[src/rtl/addr_burst_gen.sv]
module addr_burst_gen #(
  parameter int AW = 16
) (
  input  logic          clk,
  input  logic          rst_n,
  input  logic [AW-1:0] ext_addr,
  input  logic          load_n,
  input  logic          adv_n,
  input  logic          clr_n,
  output logic [AW-1:0] acc_addr
);

  logic [AW-1:0] last_q;
  logic [AW-1:0] bumped;

  assign bumped = last_q + AW'(1);

  always_comb begin
    if (!clr_n)       acc_addr = '0;
    else if (!load_n) acc_addr = ext_addr;
    else if (!adv_n)  acc_addr = bumped;
    else              acc_addr = last_q;
  end

  always_ff @(posedge clk) begin
    if (!rst_n) last_q <= '0;
    else        last_q <= acc_addr;
  end

endmodule

[config.mk]
export PLATFORM = sky130hd
export DESIGN_NAME = addr_burst_gen
export DESIGN_NICKNAME = d
export VERILOG_FILES = /design/src/rtl/addr_burst_gen.sv
export SDC_FILE = /design/constraint.sdc
export NUM_CORES = 1
export LEC_CHECK = 0
export ABC_CLOCK_PERIOD_IN_PS = 2000
export CELL_PAD_IN_SITES_DETAIL_PLACEMENT = 1
export CELL_PAD_IN_SITES_GLOBAL_PLACEMENT = 1
export CORE_MARGIN = 4
export CORE_UTILIZATION = 32
export CTS_CLUSTER_DIAMETER = 200
export CTS_CLUSTER_SIZE = 40
export DETAILED_ROUTE_END_ITERATION = 12
export PLACE_DENSITY = 0.87
export SYNTH_ARGS = -nofsm -noshare
export SYNTH_HDL_FRONTEND = slang
export SYNTH_SLANG_ARGS = --single-unit
[constraint.sdc]
create_clock -name clk -period 2 [get_ports clk]
set_input_delay 0.4 -clock clk [delete_from_list [all_inputs] [get_ports clk]]
set_output_delay 0.4 -clock clk [all_outputs]
set_load 0.02 [all_outputs]
==> impl_metrics.ini, run 1 <==
[outcome]
stop_stage = 5_1_grt
firstError = [ERROR DPL-0033] detailed placement checks failed during check placement.
status = did not finish

[placement]
portBuffers = 36
dpl_cell_area_mm2 = 0.00173
globalplace.congestion = 0.760
place_ws_ns = -0.919
dpl.hpwl_mm = 2.97
dpl.cell_count = 234

[sta]
worst-ep-kind = top-level output
crit_endpoint = acc_addr[10]

[clocking]
cts_buffer_depth = 2
cts-root-buf = clkbuf_4
cts_buffers = 3
htree_levels = 1
cts.sinks = 16
ctsHoldBuffers = 0

[logic_synthesis]
ys_seq_elements = 16
synth_fp_nets = 149
avgSynthCellArea_um2 = 8.26
netlist-cell-type-count = 27
syn_area_mm2 = 0.00105
syn_inst = 127
yosysTopAreaCell = dfxtp_1
synth_warnings = 0
synth_top_area_frac = 0.305
synth_area_leaders = dfxtp_1 (31%), a211oi_1 (10%), nor2_1 (7.5%)
seq_area_frac_synth = 0.305

[floorplanning]
die_w_um = 65.2
initial_core_util = 0.338
num_rows = 20
ioPinCount = 37
fp.dieH_um = 65.2

[global_routing]
grt_max_degree = 30
antenna_found_initial = 0
==> cell usage after synthesis <==
library cell / instances
nor2_1: 21
dfxtp_1: 16
a211oi_1: 14
nor3_1: 13
xnor2_1: 9
nand2_1: 8
mux2i_1: 6
inv_1: 5
and2_1: 3
nand2b_1: 3
nand4_1: 3
nor4_2: 3
a21oi_1: 2
a311oi_1: 2
buf_1: 2
buf_2: 2
clkbuf_1: 2
nand3_1: 2
o41ai_1: 2
or3_1: 2
a31o_2: 1
ha_1: 1
nand3b_4: 1
nand4_4: 1
nand4b_2: 1
nor2b_1: 1
nor4_4: 1
==> metrics by stage <==
stage          TNS, ns   util
2_1_floorplan        0      -
3_3_place_gp    -10.95  0.558
3_5_place_dp    -12.16  0.558
4_1_cts          -2.41  0.651
==> repair_timing <==
item,in CTS
endpoints found under the setup margin,16
pin swaps,16
gates resized for setup,125
buffers inserted,11
==> logic make-up after synthesis <==
logic type / Yosys count / synth area share
xor gates and xnor gates: 9 / 0.0752
buffers and inverters: 11 / 0.0418
and+or+nand+nor: 63 / 0.357
AOI/OAI and AO/OA: 21 / 0.152
DFF: 16 / 0.305
muxes: 6 / 0.0573
adders and majority gates: 1 / 0.0119
==> run 2, diff against run 1 <==
==> config.mk (replaced) <==
export PLATFORM = sky130hd
export DESIGN_NAME = addr_burst_gen
export DESIGN_NICKNAME = d
export VERILOG_FILES = /design/src/rtl/addr_burst_gen.sv
export SDC_FILE = /design/constraint.sdc
export NUM_CORES = 1
export LEC_CHECK = 0
export ABC_CLOCK_PERIOD_IN_PS = 2000
export CORE_MARGIN = 4
export CORE_UTILIZATION = 20
export DETAILED_ROUTE_END_ITERATION = 12
export PLACE_DENSITY_LB_ADDON = 0.15
export SYNTH_ARGS = -nofsm -noshare
export SYNTH_HDL_FRONTEND = slang
export SYNTH_SLANG_ARGS = --single-unit
==> run 2 against run 1 <==
  * The flow now finishes, with violations (setup timing)
  * Synthesized area did not move
  * Synthesized cell count unchanged
==> impl_metrics.ini, run 2 <==
[final_layout]
utilization = 0.451
nets = 246
layout_commonest_cell = buf_4
final_area_mm2 = 0.00230
fillers = 509
top_regs = last_q (16)
area_growth_pct = 119
largest_register = last_q
final_cell_mix = buf_4 (57), nor2_1 (18), clkdlybuf4s50_1 (18)
drive_gt1_frac = 0.595
largest_reg_flops = 16
antennaDiodeCount = 0
instances_no_fill = 292

[sta]
skew_ns = 0.00111
slew_violations = 0
setup_slack_ns = -0.177
final-setup-viol-count = 13
rsz0062_at_grt = true
worstMarginPinSlew_ns = 0.553
min_period_over_period = 1.09
max_freq_ghz = 0.459
hold_viol_final = 0
relSlewSlack = 0.631
holdWs_ns = 0.594
period_needed_ns = 2.18

[global_routing]
top_usage_layer = met2
grt_usage = 0.114
grt_pass1_wl_mm = 5.82
grt_pass1_vias = 1302
gr-usage-met2 = 0.204
grt_overflow = 0
grt_max_degree = 23
grt_use_met1 = 0.135
use_met3 = 0.0325
antenna_found_initial = 0

[placement]
globalplace.congestion = 0.792
dpl_cell_area_mm2 = 0.00188
dpl.cell_count = 272
portBuffers = 36
dpl.hpwl_mm = 2.48

[setup_path]
critical_path.endpoint = acc_addr[14]
cp-startpoint = last_q[4]
path_max_fanout = 6
r2r-start = last_q[1]
start_kind = flip-flop
worst_setup_path_end_kind = primary output
reg2reg_setup_slack_ns = 0.22
critPathArrivalTime_ns = 1.78
path_class = reg2out
rr_worst_depth = 10
cp.required_ns = 1.60
r2r-end = last_q[4]

[logic_synthesis]
yosysTopAreaCell = dfxtp_1
synth_common_cells = nor2_1 (21), dfxtp_1 (16), a211oi_1 (14)
async_reset_ff_frac = 0
syn_inst = 127
ys_seq_elements = 16
synth_area_leaders = dfxtp_1 (31%), a211oi_1 (10%), nor2_1 (7.5%)
synth_edf_count = 0
synth_warnings = 0
netlist-cell-type-count = 27
avgSynthCellArea_um2 = 8.26
synth_most_common_cell = nor2_1
synth_fp_nets = 149
synth_top_area_frac = 0.305
seq_area_frac_synth = 0.305
ys.flop_type = dfxtp_1
syn_area_mm2 = 0.00105

[floorplanning]
fp.dieH_um = 80.4
initial_core_util = 0.205
die_area_mm2 = 0.00646
core_mm2 = 0.00511
ioPinCount = 37
die_w_um = 80.4
num_rows = 26

[pwr]
leakage_nw = 1.05
ir_worst_vdd_v = 0.000266
p_per_area_mw_per_mm2 = 378

[detailed_routing]
first_pass_iters = 2
ant_nets = 0
vias = 1258
drtIter0Drc = 35
drc = 0
routed_via_density = 4.31
wl_mm = 3.67
routedWlPerCell_um = 12.6

[clocking]
cts_buffers = 3
cts-root-buf = clkbuf_8
insertion_delay_ns = 0.24
htree_levels = 1
clkTransAtPathRegs_ns = 0.06
cts_buffer_depth = 2
cts.sinks = 16
cts_tree = yes

[run]
cap_violations = 0

[outcome]
status = complete, but fails checks
violations = setup timing

[hold_path]
hold_class = reg2reg
## run 2: kinds of logic (layout without fill, tap and decap cells)
group,after synthesis,count (layout),share of synthesized area
and+or+nand+nor,63,63,0.357
AOI/OAI and AO/OA,21,21,0.152
DFF,16,16,0.305
buffers and inverters,11,106,0.0418
xor gates and xnor gates,9,9,0.0752
muxes,6,6,0.0573
adders and majority gates,1,1,0.0119
## run 2: timing repair
item,CTS,global route
hold buffers,0,0
resized for setup,125,18
setup buffers,13,4
endpoints found under the setup margin,16,15
pin swaps,19,7
## run 2: report_power, final
part	internal, W	switching (W)	total (W)
Sequential	0.000332	0.0000160	0.000348
Clock	0.000133	0.000109	0.000242
Combinational	0.000157	0.000122	0.000279
Total	0.000623	0.000247	0.000869
## run 2: critical path, stage by stage, from the launching register on
cell and delay, ns:
dfxtp_2 0.36, nand4_4 0.21, buf_12 0.20, nor4_4 0.26, mux2i_2 0.29, nor3_2 0.07
buf_4 0.15
## run 2: worst min path at each step
stage	from	endpoint	slack [ns]	cells after the start
6_report	last_q[10]	last_q[10]	0.59	2
5_1_grt	last_q[10]	last_q[10]	0.61	2
4_1_cts	last_q[15]	last_q[15]	0.59	3
3_5_place_dp	last_q[15]	last_q[15]	0.58	3
3_3_place_gp	last_q[15]	last_q[15]	0.57	3
2_1_floorplan	rst_n	last_q[0]	0.52	1
## run 2: cell type report
type	count	area, µm²	share of cell area
sequential	16	343	0.149
timing repair buffer	98	871	0.378
clock buffer	3	41.3	0.0179
multi-input combinational	100	940	0.408
tap	70	87.6	0.0381
inverter	5	18.8	0.00816
## run 2: routing by layer
| metal | up-vias | share of wire |
|---|---|---|
| li1 | 654 | - |
| met1 | 571 | 0.43 |
| met2 | 29 | 0.51 |
| met3 | 4 | 0.054 |
| met4 | 0 | 0.010 |
| met5 | - | 0 |
## run 2: per-stage QoR
step           total power (W)  TNS [ns]  worst slack, ns
2_1_floorplan         0.000459         0           0.0568
3_3_place_gp          0.000614    -12.66           -0.923
3_5_place_dp          0.000615    -13.02           -0.960
4_1_cts               0.000873     -1.33           -0.168
5_1_grt               0.000917     -2.87           -0.267
6_report              0.000869     -1.57           -0.177
No activity file was read; power rests on OpenSTA's default activity.
